### src/rtl/sgp_pkg.sv
// Shared types and constants for the descriptor table builder.
// Assumes 32-bit bus addresses and 16-bit descriptor count fields.
package sgp_pkg;
    localparam int ADDR_W   = 32;
    localparam int CNT_FW   = 16;
    localparam int END_BIT  = 31;

    typedef struct packed {
        logic [ADDR_W-1:0] addr;
        logic [CNT_FW-1:0] cnt;
    } sgp_desc_t;

    typedef enum logic [1:0] {
        ST_IDLE,
        ST_WALK,
        ST_FLUSH
    } sgp_state_e;
endpackage

### src/rtl/sgp_chunker.sv
// Combinational chunk sizer: bytes to the next 64 KiB boundary, limited
// to the remaining length; a full window is cut to 32 KiB so that the
// following step yields the matching second half.
// Assumes LEN_W >= 17.
module sgp_chunker #(
    parameter int LEN_W = 32
) (
    input  logic [31:0]      addr_i,
    input  logic [LEN_W-1:0] rem_i,
    output logic [16:0]      take_o,
    output logic             rem_zero_o,
    output logic             seg_end_o
);
    localparam logic [16:0] WINDOW = 17'h10000;
    localparam logic [16:0] HALF   = 17'h08000;
    localparam int PAD = LEN_W - 17;

    logic [16:0] avail;
    logic [16:0] raw;

    // size the chunk that the current address and remaining length allow
    always_comb begin
        avail = WINDOW - {1'b0, addr_i[15:0]};
        raw   = (rem_i < {{PAD{1'b0}}, avail}) ? rem_i[16:0] : avail;
        take_o = (raw == WINDOW) ? HALF : raw;
        rem_zero_o = (rem_i == '0);
        seg_end_o  = (rem_i == {{PAD{1'b0}}, take_o});
    end
endmodule

### src/rtl/sgp_cap_counter.sv
// Counts descriptors built for the current table and flags when the
// table is full. Assumes clr and inc are never high together.
module sgp_cap_counter #(
    parameter int DEPTH = 256,
    localparam int CW = $clog2(DEPTH + 1)
) (
    input  logic          clk,
    input  logic          rst_n,
    input  logic          clr_i,
    input  logic          inc_i,
    output logic [CW-1:0] count_o,
    output logic          at_cap_o
);
    // track the number of descriptors stored for this table
    always_ff @(posedge clk) begin
        if (!rst_n || clr_i) count_o <= '0;
        else if (inc_i)      count_o <= count_o + 1'b1;
    end

    assign at_cap_o = (count_o == CW'(DEPTH));
endmodule

### src/rtl/sgp_hold_slot.sv
// One-deep hold slot: a new descriptor pushes the held one out; a final
// release emits the held one with the end marker; drop discards it.
// Assumes load, release and drop are mutually exclusive.
module sgp_hold_slot
    import sgp_pkg::*;
(
    input  logic             clk,
    input  logic             rst_n,
    input  logic             load_i,
    input  sgp_desc_t        new_i,
    input  logic             final_i,
    input  logic             drop_i,
    output logic             out_valid_o,
    output logic [31:0]      out_addr_o,
    output logic [31:0]      out_ctrl_o
);
    sgp_desc_t held;
    logic      held_v;

    // keep the newest descriptor back until the next one or the end
    always_ff @(posedge clk) begin
        if (!rst_n || drop_i) held_v <= 1'b0;
        else if (load_i)      held_v <= 1'b1;
        else if (final_i)     held_v <= 1'b0;
        if (load_i) held <= new_i;
    end

    // register the outgoing descriptor words
    always_ff @(posedge clk) begin
        if (!rst_n) begin
            out_valid_o <= 1'b0;
            out_addr_o  <= '0;
            out_ctrl_o  <= '0;
        end else begin
            out_valid_o <= held_v && !drop_i && (load_i || final_i);
            out_addr_o  <= held.addr;
            out_ctrl_o  <= {final_i && !load_i, 15'd0, held.cnt};
        end
    end
endmodule

### src/rtl/sg_prd_builder.sv
// Descriptor table builder: takes segments on a valid/ready handshake,
// walks each one chunk per cycle and emits descriptors through a hold
// slot so the last one can carry the end marker. Counts entries against
// TABLE_DEPTH and aborts on overflow. Assumes LEN_W >= 17.
module sg_prd_builder
    import sgp_pkg::*;
#(
    parameter int TABLE_DEPTH = 256,
    parameter int LEN_W = 32,
    localparam int CNT_W = $clog2(TABLE_DEPTH + 1)
) (
    input  logic             clk,
    input  logic             rst_n,
    input  logic             seg_valid,
    output logic             seg_ready,
    input  logic [31:0]      seg_addr,
    input  logic [LEN_W-1:0] seg_len,
    input  logic             seg_last,
    output logic             desc_valid,
    output logic [31:0]      desc_addr,
    output logic [31:0]      desc_ctrl,
    output logic [CNT_W-1:0] entry_count,
    output logic             build_done,
    output logic             build_err
);
    sgp_state_e       state;
    logic [31:0]      cur_addr;
    logic [LEN_W-1:0] rem_len;
    logic             cur_last;
    logic             aborted;

    logic [16:0]      take;
    logic             rem_zero, seg_end;
    logic [CNT_W-1:0] built;
    logic             at_cap;
    logic             produce, ovf_hit, load, seg_fin, flush;
    sgp_desc_t        new_desc;

    sgp_chunker #(.LEN_W(LEN_W)) chunk_i (
        .addr_i(cur_addr), .rem_i(rem_len),
        .take_o(take), .rem_zero_o(rem_zero), .seg_end_o(seg_end)
    );

    sgp_cap_counter #(.DEPTH(TABLE_DEPTH)) cap_i (
        .clk(clk), .rst_n(rst_n), .clr_i(flush), .inc_i(load),
        .count_o(built), .at_cap_o(at_cap)
    );

    sgp_hold_slot hold_i (
        .clk(clk), .rst_n(rst_n), .load_i(load), .new_i(new_desc),
        .final_i(flush && !aborted), .drop_i(ovf_hit),
        .out_valid_o(desc_valid), .out_addr_o(desc_addr), .out_ctrl_o(desc_ctrl)
    );

    // decode this cycle's walk actions
    always_comb begin
        produce  = (state == ST_WALK) && !aborted && !rem_zero;
        ovf_hit  = produce && at_cap;
        load     = produce && !at_cap;
        seg_fin  = (state == ST_WALK) && (aborted || rem_zero || ovf_hit || seg_end);
        flush    = (state == ST_FLUSH);
        seg_ready = (state == ST_IDLE);
        new_desc.addr = cur_addr;
        new_desc.cnt  = take[15:0];
    end

    // sequence segments, walk chunks and track the abort condition
    always_ff @(posedge clk) begin
        if (!rst_n) begin
            state    <= ST_IDLE;
            cur_addr <= '0;
            rem_len  <= '0;
            cur_last <= 1'b0;
            aborted  <= 1'b0;
        end else begin
            case (state)
                ST_IDLE: if (seg_valid) begin
                    cur_addr <= seg_addr;
                    rem_len  <= seg_len;
                    cur_last <= seg_last;
                    state    <= ST_WALK;
                end
                ST_WALK: begin
                    if (ovf_hit) aborted <= 1'b1;
                    if (load) begin
                        cur_addr <= cur_addr + {15'd0, take};
                        rem_len  <= rem_len - {{(LEN_W-17){1'b0}}, take};
                    end
                    if (seg_fin) state <= cur_last ? ST_FLUSH : ST_IDLE;
                end
                default: begin
                    aborted <= 1'b0;
                    state   <= ST_IDLE;
                end
            endcase
        end
    end

    // report the close of each request
    always_ff @(posedge clk) begin
        if (!rst_n) begin
            build_done  <= 1'b0;
            build_err   <= 1'b0;
            entry_count <= '0;
        end else begin
            build_done <= flush;
            build_err  <= flush && (aborted || built == '0);
            if (flush) entry_count <= aborted ? '0 : built;
        end
    end
endmodule

### config.mk
export PLATFORM = sky130hd
export DESIGN_NAME = sg_prd_builder
export DESIGN_NICKNAME = d
export VERILOG_FILES = /design/src/rtl/sgp_pkg.sv /design/src/rtl/sgp_chunker.sv /design/src/rtl/sgp_cap_counter.sv /design/src/rtl/sgp_hold_slot.sv /design/src/rtl/sg_prd_builder.sv
export SDC_FILE = /design/constraint.sdc
export NUM_CORES = 1
export LEC_CHECK = 0
export BUFFER_PORTS_ARGS = -buffer_cell sky130_fd_sc_hd__buf_2
export CAP_MARGIN = 30
export CORE_MARGIN = 2
export CORE_UTILIZATION = 35
export DETAILED_ROUTE_END_ITERATION = 16
export GPL_TIMING_DRIVEN = 0
export PLACE_DENSITY_LB_ADDON = 0.08
export SLEW_MARGIN = 20
export SYNTH_ARGS = -nofsm -noshare
export SYNTH_HDL_FRONTEND = slang
export SYNTH_SLANG_ARGS = --single-unit
### constraint.sdc
create_clock -name clk -period 8.2 [get_ports clk]
set_input_delay 0.82 -clock clk [delete_from_list [all_inputs] [get_ports clk]]
set_output_delay 0.82 -clock clk [all_outputs]
set_load 0.02 [all_outputs]
After elaboration in Yosys (flattened, before gate mapping)
Index checks and enable logic that the tools add are counted.
{"block": "op_classes", "addsub": 4, "order_cmp": 1, "n_eq_ne": 9, "mux": 17, "n_bitwise": 1, "reduce_logical": 32}
{"cell": "32-bit two-way mux", "count": 4}
{"cell": "32-bit one-hot mux with 2 select lines", "count": 2}
{"cell": "17-bit two-way mux", "count": 2}
{"cell": "32-bit by 17-bit adder with 32-bit output", "count": 1}
{"cell": "32-bit by 17-bit equality test with 1-bit output", "count": 1}
{"cell": "32-bit zero test", "count": 1}
{"cell": "32-bit by 17-bit < comparator with 1-bit output", "count": 1}
{"cell": "32-bit by 17-bit subtractor with 32-bit output", "count": 1}
{"cell": "17-bit equality test, second input constant", "count": 1}
{"cell": "17-bit by 16-bit subtractor with 17-bit output, first input constant", "count": 1}
{"cell": "1-bit logical AND", "count": 10}
{"cell": "9-bit by 1-bit adder with 9-bit output, second input constant", "count": 1}
{"cell": "9-bit equality test, second input constant", "count": 1}
{"cell": "9-bit zero test", "count": 1}
{"cell": "9-bit two-way mux", "count": 1}
{"cell": "1-bit logical OR", "count": 7}
{"cell": "1-bit zero test", "count": 6}
{"cell": "2-bit two-way mux", "count": 3}
{"cell": "2-bit AND reduction", "count": 3}
{"cell": "2-bit by 1-bit inequality test with 1-bit output, second input constant", "count": 2}
{"cell": "2-bit inequality test, second input constant", "count": 2}
{"cell": "2-bit one-hot mux with 2 select lines", "count": 1}
{"cell": "2-bit nonzero test", "count": 2}
{"cell": "1-bit two-way mux", "count": 3}
{"cell": "6 further kinds", "count": 6}
{"block": "word_totals", "reg_bits": 202, "inputBits": 68, "output_inout_bits": 77}

Logic depth before layout (Yosys ltp)
Gate-level depths: netlist of run 1.
{"block": "depth", "ltp_word": 10, "ltp_mapped": 26, "depth_no_buf": 24}

Modules after synthesis
From an unflattened synthesis of run 1, not the netlist that was laid out.
{"block": "unflattened", "hier_cells": 1192, "area_unflattened_um2": 10682.7}
{"mod": "sg_prd_builder", "n_inst": 1, "cells_per_inst": 763, "area_each_um2": 5828.1}
{"mod": "sgp_hold_slot", "n_inst": 1, "cells_per_inst": 175, "area_each_um2": 2961.6}
{"mod": "sgp_chunker", "n_inst": 1, "cells_per_inst": 204, "area_each_um2": 1443.9}
{"mod": "sgp_cap_counter", "n_inst": 1, "cells_per_inst": 50, "area_each_um2": 449.2}

Least setup slack after synthesis of run 1
No wires, ideal clock.
{"block": "synth_path", "path_kind": "reg-to-reg", "from": "register cur_addr[7]", "to": "register cur_addr[26]", "t_arrival_ps": 5701, "t_required_ps": 8109, "slack_ps": 2408, "path_stages_with_launch": 25, "n_path_buf": 2, "synth_period_minus_slack_ps": 5792, "path_cell_list": "dfxtp_1 -> or4_4 -> or4_4 -> or3_1 -> xor2_1 -> inv_1 -> ha_1 -> nand4_1 -> nor2_1 -> nand3_1 -> o311ai_1 -> buf_2 -> buf_2 -> nand2_1 -> o21ai_0 -> ha_1 -> inv_1 -> fa_1 -> nand2b_1 -> a21o_1 -> a21oi_1 -> o21ai_0 -> a211oi_1 -> a211oi_1 -> a311oi_1"}
{"block": "synth_via", "elab_chain_len": 8}
{"element": "from (decl)", "line": "sg_prd_builder.sv:27", "source": "logic [31:0] cur_addr;"}
{"element": "from (signal assigned)", "line": "sg_prd_builder.sv:78", "source": "cur_addr <= seg_addr;"}
{"element": "from (signal assigned)", "line": "sg_prd_builder.sv:86", "source": "cur_addr <= cur_addr + {15'd0, take};"}
{"element": "17-bit by 16-bit subtractor with 17-bit output (*)", "line": "sgp_chunker.sv:23", "source": "avail = WINDOW - {1'b0, addr_i[15:0]};"}
{"element": "32-bit by 17-bit < comparator with 1-bit output", "line": "sgp_chunker.sv:24", "source": "raw = (rem_i < {{PAD{1'b0}}, avail}) ? rem_i[16:0] : avail;"}
{"element": "17-bit two-way mux (*)", "line": "sgp_chunker.sv:24"}
{"element": "17-bit equality test", "line": "sgp_chunker.sv:25", "source": "take_o = (raw == WINDOW) ? HALF : raw;"}
{"element": "17-bit two-way mux (*)", "line": "sgp_chunker.sv:25"}
{"element": "via chunk_i.take_o[0]", "line": "sgp_chunker.sv:10", "source": "output logic [16:0] take_o,"}
{"element": "32-bit by 17-bit adder with 32-bit output (*)", "line": "sg_prd_builder.sv:86"}
{"element": "32-bit two-way mux (*)", "line": "sg_prd_builder.sv:85", "source": "if (load) begin"}
{"element": "32-bit one-hot mux with 2 select lines (*)", "line": "sg_prd_builder.sv:76", "source": "case (state)"}
Mark *: on every way through the listed nets, which the timed path passes. The rest lies on a longest branch. The select of a mux whose other input is x is not followed.
A chain may end at the register's enable or synchronous reset.

Worst setup path in the final report of run 1
Same ends and word-level chain as after synthesis.

==> out/results.md, run 1 <==
| Group | Item | This run |
|---|---|---|
| sta | Final cycle utilization of the critical path | 83.80% |
| grt | GRT Overall Usage | 20.96% |
| sta | Final count of pins violating max slew | 0 |
| routing | Vias per std cell | 5.185 |
| routing | Via count | 8316 |
| cells and area | Layout-stage area growth over the synthesis result | 18.14% |
| cells and area | # fillers | 2855 |
| logic synthesis | Synthesized area per cell | 9.284 um2 |
| sta | Shortest clock period the worst path allows after layout | 6.872 ns |
| place | Buffers on Ports | 129 |
| job | MaxCap Viol Count | 0 |
| place | Sum of net half-perimeters after detailed placement | 22730 um |
| clock tree | Clock tree from TritonCTS | yes |
| sta | Actual slew at the worst max-slew pin | 0.9313 ns |
| cells and area | Layout cells sized above 1 | 16.64% |
| routing | Final routed wirelength across all metal layers | 30320 um |
| sta | Maximum clock frequency | 0.1455 GHz |
| logic synthesis | Proportion of synthesized chip area in sequential cells | 43.33% |
| floorplanning | Rows | 61 |
| place | Weighted congestion reported at the end of routability-driven placement | 0.8872 |
| run status | Outcome | finished, final reports clean |
| logic synthesis | Synth cell types | 71 |
| clock tree | Post-CTS resize count | 0 |
| worst setup path | Crit path max fanout | 10 |
| clock tree | Number of post-CTS setup repair buffers | 0 |
| grt | Vias in the first global route | 7822 |
| clock tree | # clock sinks | 187 |
| cells and area | Final design area excluding fillers | 11520 um2 |
| cells and area | Footprint of the multi-input gates | 5056 um2 |
| floorplanning | Chip width | 170.9 um |
| routing | First-pass detailed-route iteration total | 6 |
| power | P_int | 0.001874 W |
| clock tree | CTS root buf | clkbuf_16 |
| power | Worst vdd rail ir drop | 129.7 uV |
| clock tree | Maximum clock path buffer count | 2 |
| worst setup path | Sort of element at the end of the critical path | register |
| routing | Antenna Violating Nets Remaining | 0 |
| power | Logic gate share of total power | 35.3% |
| floorplanning | # IOs | 145 |
| logic synthesis | Main area contributors after synthesis | dfxtp_1, edfxtp_1, ha_1 |
| min path | Number of stages on the worst hold path | 1 |
| clock tree | Post-CTS Hold Fix Bufs | 0 |
| worst setup path | Critical Path RT | 8.56 ns |
| logic synthesis | Commonest cells in the synthesized netlist | dfxtp_1, nand2_1, nor2_1 |
| floorplanning | Die H | 170.9 um |
| power | Leakage power total | 4.963 nW |
| grt | Antenna violations before repair | 0 |
| floorplanning | Total Die Area | 29200 um2 |
| sta | Finish-stage setup viols | 0 |
| logic synthesis | Proportion of netlist area held by the largest area contributor | 28.55% |
| cells and area | FF+latch area | 4224 um2 |
| logic synthesis | Top flip-flop cell by instance count after synthesis | dfxtp_1 |
| clock tree | Clock edge transition at the registers on the reported setup and hold paths | 0.09 ns |
| sta | Setup TNS | 0 ns |
| worst setup path | Arrival time worst endpoint | 7.23 ns |
| clock tree | CTS buffer count | 17 |
| logic synthesis | Proportion of register bits with asynchronous set or reset after synthesis | 0% |
| worst setup path | Critical setup path kind | reg -> reg |
| min path | Classification of the worst-slack hold path | reg -> reg |
| power | Sequential fraction of design power | 37.1% |
| logic synthesis | Synthesized instance count | 1050 |
| clock tree | H-tree lvl count | 4 |
| cells and area | Diodes inserted | 0 |
| logic synthesis | Number of enable flip-flop cells after synthesis | 48 |
| power | Power share of the clock group | 27.7% |
| grt | GRT overflow | 0 |
| routing | Number of design-rule violations left by the first detailed-router iteration | 599 |
| routing | Count of unresolved DRC violations after routing | 0 |
| logic synthesis | Yosys top cell by area | dfxtp_1 |
| power | Switching part of the total | 38.38% |
| routing | WL/cell | 18.90 um |
| logic synthesis | Count of synthesis-stage warnings from yosys | 0 |
| grt | Maximum number of pins on one net before global-route repair | 58 |
| logic synthesis | Number of flip-flops and latches in the synthesized netlist | 187 |
| cells and area | Final net count | 1336 |
| logic synthesis | Most frequent cell after synthesis | dfxtp_1 |
| floorplanning | CORE AREA | 27630 um2 |
| sta | Setup repair after global routing missed its margin | no |
| sta | Final Hold Fails | 0 |
| sta | Setup Skew | 0.01732 ns |
| worst setup path | Worst R2R Path Depth | 25 |
| power | Switching power total | 0.001167 W |
| logic synthesis | Cell area after synthesis | 9748 um2 |
| power | Power per unit of standard cell area | 264.1 nW/um2 |
| floorplanning | Initial cell density of the core | 35.28% |
| worst setup path | CP Launch Type | register |
| grt | Wire length of the first global-routing pass | 45860 um |
| sta | Headroom to the max-slew limit | 37.91% |
| place | Cell area reported after detailed placement | 10920 um2 |
| clock tree | Worst-Skew Late Latency | 0.44 ns |
cells by family after synthesis:
logic type               count (synthesis)  share of synthesized area [%]
flip-flops                             187                          43.33
AND/OR/NAND/NOR                        352                          18.88
XOR/XNOR                                47                          4.223
other                                    1                        0.03847
adder cells (fa/ha/maj)                 55                          7.214
buffers and inverters                  114                          5.340
AO/OA/AOI/OAI                          276                          19.11
multiplexers                            18                          1.861
layout by cell type (no fill, tap or decap), drive strengths merged, types with 33 or more instances in the layout:
cell	count
ha	53
nor2	69
dfxtp	139
edfxtp	48
and2	58
buf	158
nand2	85
a21oi	64
inv	56
o21ai	56
nor3	33
clkbuf	55
per-layer routing:
metal,share of wire [%],vias up,track usage (%)
met4,1.5,0,5.564
li1,-,4139,-
met2,44,231,32.58
met3,4.3,28,2.915
met5,0,-,0
met1,50,3918,30.48
power groups by stage:
stage | combinational [W] | clock, W | sequential [W]
finish | 0.00107 | 0.000842 | 0.00113
global route | 0.00119 | 0.000892 | 0.00114
CTS | 0.00107 | 0.000860 | 0.00113
detailed placement | 0.00106 | 0 | 0.00115
global placement | 0.00106 | 0 | 0.00115
floorplan | 0.000767 | 0 | 0.00114
sequential cells by signal, summed over array words and instances (netlist names):
name	flops
build_done	1
entry_count	9
hold_i.out_addr_o	32
hold_i.held	48
aborted	1
rem_len	32
build_err	1
hold_i.out_ctrl_o	17
hold_i.held_v	1
state	2
hold_i.out_valid_o	1
cap_i.count_o	9
cur_last	1
cur_addr	32
worst max-delay path, cell delays in order, from the launching register on:
cell and delay, ns:
dfxtp_1 0.41, or4_4 0.59, or4_4 0.45, or3_1 0.33, xor2_1 0.23, inv_1 0.11, ha_1 0.31, nand4_1 0.12
nor2_1 0.18, nand3_1 0.10, o311ai_1 0.27, buf_2 0.33, buf_2 0.35, nand2_1 0.08, o21ai_0 0.25, ha_1 0.31
inv_1 0.07, fa_1 0.37, nand2b_1 0.22, a21o_1 0.20, a21oi_1 0.24, o21ai_0 0.25, a211oi_1 0.40, buf_2 0.26
a211oi_1 0.09, a311oi_1 0.25
path summary, 6_finish.rpt:
check,startpoint,endpoint,slack [ns]
max,cur_addr[7]$_SDFFE_PN0P_,cur_addr[26]$_SDFFE_PN0P_,1.33
min,hold_i.held[34]$_DFFE_PP_,hold_i.out_addr_o[18]$_SDFF_PN0_,0.45
max reg2reg,cur_addr[7]$_SDFFE_PN0P_,cur_addr[26]$_SDFFE_PN0P_,1.33
min reg2reg,hold_i.held[34]$_DFFE_PP_,hold_i.out_addr_o[18]$_SDFF_PN0_,0.45
final cells by class:
cell class	instances	area share, %
multi-input combinational	763	43.91
clock inverter	15	1.445
inverter	48	1.565
sequential	187	36.68
clock buffer	17	3.694
tap	378	4.107
timing repair buffer	130	5.650
buffer	66	2.955
through the flow:
stage	util, %	worst slack, ns	std cells	power [W]	hold slack (ns)
2_1_floorplan	-	2.408	1064	0.001912	0.4122
3_3_place_gp	39.52	0.9975	1571	0.002208	0.4311
3_5_place_dp	39.52	1.044	1571	0.002209	0.4342
4_1_cts	41.66	1.004	1603	0.003054	0.4477
5_1_grt	41.68	0.7520	1604	0.003226	0.4537
6_report	41.68	1.328	1604	0.003042	0.4453
No activity file was read; power rests on OpenSTA's default activity.
==> run 2, diff against run 1 <==
--- a/config.mk
+++ b/config.mk
@@ -5,6 +5,7 @@
 export SDC_FILE = /design/constraint.sdc
 export NUM_CORES = 1
 export LEC_CHECK = 0
+export ABC_AREA = 1
 export BUFFER_PORTS_ARGS = -buffer_cell sky130_fd_sc_hd__buf_2
 export CAP_MARGIN = 30
 export CORE_MARGIN = 2
==> constraint.sdc (replaced) <==
create_clock -name clk -period 5.9 [get_ports clk]
set_input_delay 0.59 -clock clk [delete_from_list [all_inputs] [get_ports clk]]
set_output_delay 0.59 -clock clk [all_outputs]
set_load 0.02 [all_outputs]
==> run 2 against run 1 <==
Net effect: combinational power is 49% higher; first-iteration DRC count is 25% higher; sequential power is 38% higher; sequential share of layout area is 2.6 points lower; global-route usage is 1.5 points higher; synthesized cell count is 40% higher; final area is 7.6% higher; via count is 20% higher; power is 41% higher; wire length is 14% higher; largest power group is now combinational cells.
==> out/results.md, run 2 <==
| Group | Item | This run | vs previous |
|---|---|---|---|
| grt | Antenna violations before repair | 0 | unchanged |
| power | Power share of the clock group | 26.9% | -0.8 points |
| logic synthesis | Top flip-flop cell by instance count after synthesis | dfxtp_1 |  |
| cells and area | Layout-stage area growth over the synthesis result | 17.45% |  |
| power | P_int | 0.002544 W | +36% |
| power | Sum of internal, switching and leakage power | 0.004303 W | +41% |
| worst setup path | Critical Path RT | 6.27 ns | -2.29 ns |
| logic synthesis | Number of enable flip-flop cells after synthesis | 48 | unchanged |
| cells and area | Layout cells sized above 1 | 15.21% | -1.4 points |
| clock tree | Post-CTS Hold Fix Bufs | 0 | unchanged |
| logic synthesis | Synthesized instance count | 1474 | +40% |
| clock tree | Clock tree from TritonCTS | yes |  |
| cells and area | Core occupancy in the finished layout | 41.81% | +0.13 points |
| logic synthesis | Number of flip-flops and latches in the synthesized netlist | 187 | unchanged |
| worst setup path | Critical setup path kind | reg -> reg |  |
| job | MaxCap Viol Count | 0 | unchanged |
| grt | Maximum number of pins on one net before global-route repair | 54 | -6.9% |
| place | Buffers on Ports | 128 | -0.78% |
| sta | Headroom to the max-slew limit | 34.46% | -3.5 points |
| logic synthesis | Synth cell types | 46 | -35% |
| sta | Final cycle utilization of the critical path | 91.48% | +7.7 points |
| cells and area | Footprint of the multi-input gates | 5394 um2 | +6.7% |
| sta | Final count of pins violating max slew | 0 | unchanged |
| run status | Outcome | finished, final reports clean |  |
| worst setup path | Cell type group with the largest total delay on the critical path | simple AND/OR/NAND/NOR gates |  |
| power | Logic gate share of total power | 36.9% | +1.6 points |
| power | Switching power total | 0.001759 W | +51% |
| logic synthesis | Synthesized area per cell | 7.158 um2 | -23% |
| routing | Number of design-rule violations left by the first detailed-router iteration | 751 | +25% |
| routing | First-pass detailed-route iteration total | 5 | -1 |
| cells and area | Final net count | 1760 | +32% |
| cells and area | # fillers | 3197 | +12% |
| worst setup path | Critical path buffers and inverters | 6 | +1 |
| clock tree | CTS root buf | clkbuf_16 |  |
| grt | Wire length of the first global-routing pass | 52830 um | +15% |
| floorplanning | Rows | 63 | +3.3% |
| worst setup path | Critical path's most frequent cell | nand2_1 |  |
| cells and area | Register bank with the most flops | hold_i.held |  |
| logic synthesis | Commonest cells in the synthesized netlist | nand2_1, inv_1, nor2_1 |  |
| clock tree | H-tree lvl count | 4 | unchanged |
| floorplanning | Total Die Area | 31550 um2 | +8.0% |
| floorplanning | Die H | 177.6 um | +3.9% |
| floorplanning | Chip width | 177.6 um | +3.9% |
| routing | Antenna Violating Nets Remaining | 0 | unchanged |
| floorplanning | # IOs | 145 | unchanged |
| sta | Finish-stage setup viols | 0 | unchanged |
| worst setup path | CP Launch Type | register |  |
| routing | Via count | 9939 | +20% |
| sta | Shortest clock period the worst path allows after layout | 5.397 ns | -1.474 ns |
| worst setup path | Sort of element at the end of the critical path | register |  |
| worst setup path | Launch point of the critical path | cur_addr[1]$_SDFFE_PN0P_ |  |
| min path | Number of stages on the worst hold path | 3 | +2 |
| power | Power per unit of standard cell area | 347.2 nW/um2 | +31% |
| sta | Actual slew at the worst max-slew pin | 0.9831 ns | +0.05184 ns |
| routing | Count of unresolved DRC violations after routing | 0 | unchanged |
| clock tree | Maximum clock path buffer count | 2 | unchanged |
| worst setup path | Worst R2R Path Depth | 33 | +32% |
| sta | Final Hold Fails | 0 | unchanged |
| logic synthesis | Main area contributors after synthesis | dfxtp_1, edfxtp_1, nand2_1 |  |
| place | Sum of net half-perimeters after detailed placement | 26640 um | +17% |
| clock tree | Clock edge transition at the registers on the reported setup and hold paths | 0.09 ns | about the same |
| routing | WL/cell | 16.89 um | -11% |
| power | Sequential fraction of design power | 36.2% | -0.9 points |
| cells and area | FF+latch area | 4225 um2 | about the same |
| clock tree | Worst-Skew Late Latency | 0.46 ns | +0.02 ns |
| clock tree | CTS buffer count | 17 | unchanged |
| logic synthesis | Proportion of netlist area held by the largest area contributor | 26.37% | -2.2 points |
| logic synthesis | Proportion of register bits with asynchronous set or reset after synthesis | 0% | unchanged |
| sta | Maximum clock frequency | 0.1853 GHz | +27% |
| min path | Classification of the worst-slack hold path | in -> reg |  |
| logic synthesis | Count of synthesis-stage warnings from yosys | 0 | unchanged |
| grt | Vias in the first global route | 9417 | +20% |
| power | Worst vdd rail ir drop | 209.0 uV | +61% |
| power | Switching part of the total | 40.88% | +2.5 points |
| logic synthesis | Proportion of synthesized chip area in sequential cells | 40.03% | -3.3 points |
| logic synthesis | Most frequent cell after synthesis | nand2_1 |  |
| grt | GRT Overall Usage | 22.46% | +1.5 points |
| cells and area | Largest register FFs | 48 | unchanged |
| sta | Setup Skew | 0.02052 ns | +0.003199 ns |
| worst setup path | Beginning of the worst register-to-register path | cur_addr[1]$_SDFFE_PN0P_ |  |
| routing | Vias per std cell | 4.872 | -6.0% |
| clock tree | # clock sinks | 187 | unchanged |
| place | Weighted congestion reported at the end of routability-driven placement | 0.9092 | +2.5% |
| cells and area | Diodes inserted | 0 | unchanged |
| worst setup path | Slowest CP cell | fa_1 |  |
| worst setup path | WP depth | 33 | +32% |
| floorplanning | CORE AREA | 29640 um2 | +7.3% |
| power | Leakage power total | 5.883 nW | +19% |
| worst setup path | Arrival time worst endpoint | 5.77 ns | -1.46 ns |
| grt | GRT overflow | 0 | unchanged |
| logic synthesis | Yosys top cell by area | dfxtp_1 |  |
| cells and area | Commonest non-fill, non-tap cells in the layout | nand2_1, inv_1, nor2_1 |  |
| logic synthesis | Cell area after synthesis | 10550 um2 | +8.2% |
| worst setup path | Highest cell delay on the worst timing path | 0.48 ns | -0.11 ns |
| routing | Final routed wirelength across all metal layers | 34450 um | +14% |
| cells and area | Most common cell after layout, fill and taps aside | nand2_1 |  |
| min path | Hold wc startpoint | seg_addr[0] |  |
| worst setup path | Crit path max fanout | 10 | unchanged |
| floorplanning | Initial cell density of the core | 35.60% | +0.32 points |
## run 2: power groups by stage
stage / registers [W] / logic (W) / clock network (W)
floorplan: 0.00158 / 0.00109 / 0
global placement: 0.00159 / 0.00155 / 0
detailed placement: 0.00159 / 0.00155 / 0
CTS: 0.00156 / 0.00156 / 0.00118
global route: 0.00158 / 0.00180 / 0.00123
finish: 0.00156 / 0.00159 / 0.00116
## run 2: kinds of logic (layout without fill, tap and decap cells)
logic type,after synthesis,count (layout),synth area share [%]
AOI/OAI and AO/OA,281,281,14.04
xor gates and xnor gates,28,28,2.324
adders and majority gates,55,55,6.664
buffers and inverters,258,420,9.985
DFF,187,187,40.03
other,1,15,0.03554
and+or+nand+nor,664,664,26.92
## run 2: final timing paths
kind	end	slack [ns]
worst max-delay path	cur_addr[24]$_SDFFE_PN0P_	0.50
worst min-delay path	cur_addr[0]$_SDFFE_PN0P_	0.38
worst max register to register	cur_addr[24]$_SDFFE_PN0P_	0.50
worst min register to register	hold_i.out_addr_o[17]$_SDFF_PN0_	0.42
## run 2: tightest hold or removal path, stage by stage
cell,delay [ns]
buf_2,0.09
nand2_1,0.05
a31oi_1,0.07
## run 2: metal layers
layer / track usage, % / share of wire [%] / wire length [um] / vias up
li1: - / - / - / 5113
met1: 31.52 / 47 / 16330 / 4502
met2: 35.38 / 44 / 15220 / 278
met3: 3.363 / 6.2 / 2140 / 46
met4: 7.138 / 2.2 / 758 / 0
met5: 0 / 0 / 0 / -
## run 2: stage by stage
stage	setup WS, ns	hold slack [ns]	instance area [um2]	setup TNS [ns]	instances
floorplan	1.116	0.4065	10600	0	1488
global placement	-0.2837	0.4125	11730	-0.8450	2006
detailed placement	-0.4000	0.4126	11740	-1.056	2006
CTS	0.1330	0.3735	12310	0	2038
global route	-0.01595	0.3866	12390	-0.01595	2040
finish	0.5026	0.3808	12390	0	2040
## run 2: repair_timing
item	CTS	global route
gates resized for setup	3	21
pin swaps	0	3
setup endpoints to repair	8	29
buffers inserted	0	2
## run 2: area by class of cell
| cell class | count | area share [%] |
|---|---|---|
| multi-input cells | 1043 | 43.52 |
| flip-flops and latches | 187 | 34.09 |
| inverters | 196 | 5.957 |
| repair buffers | 130 | 5.290 |
| well taps | 390 | 3.937 |
| clock buffers | 17 | 3.433 |
| plain buffers | 62 | 2.564 |
| clock inverters | 15 | 1.201 |
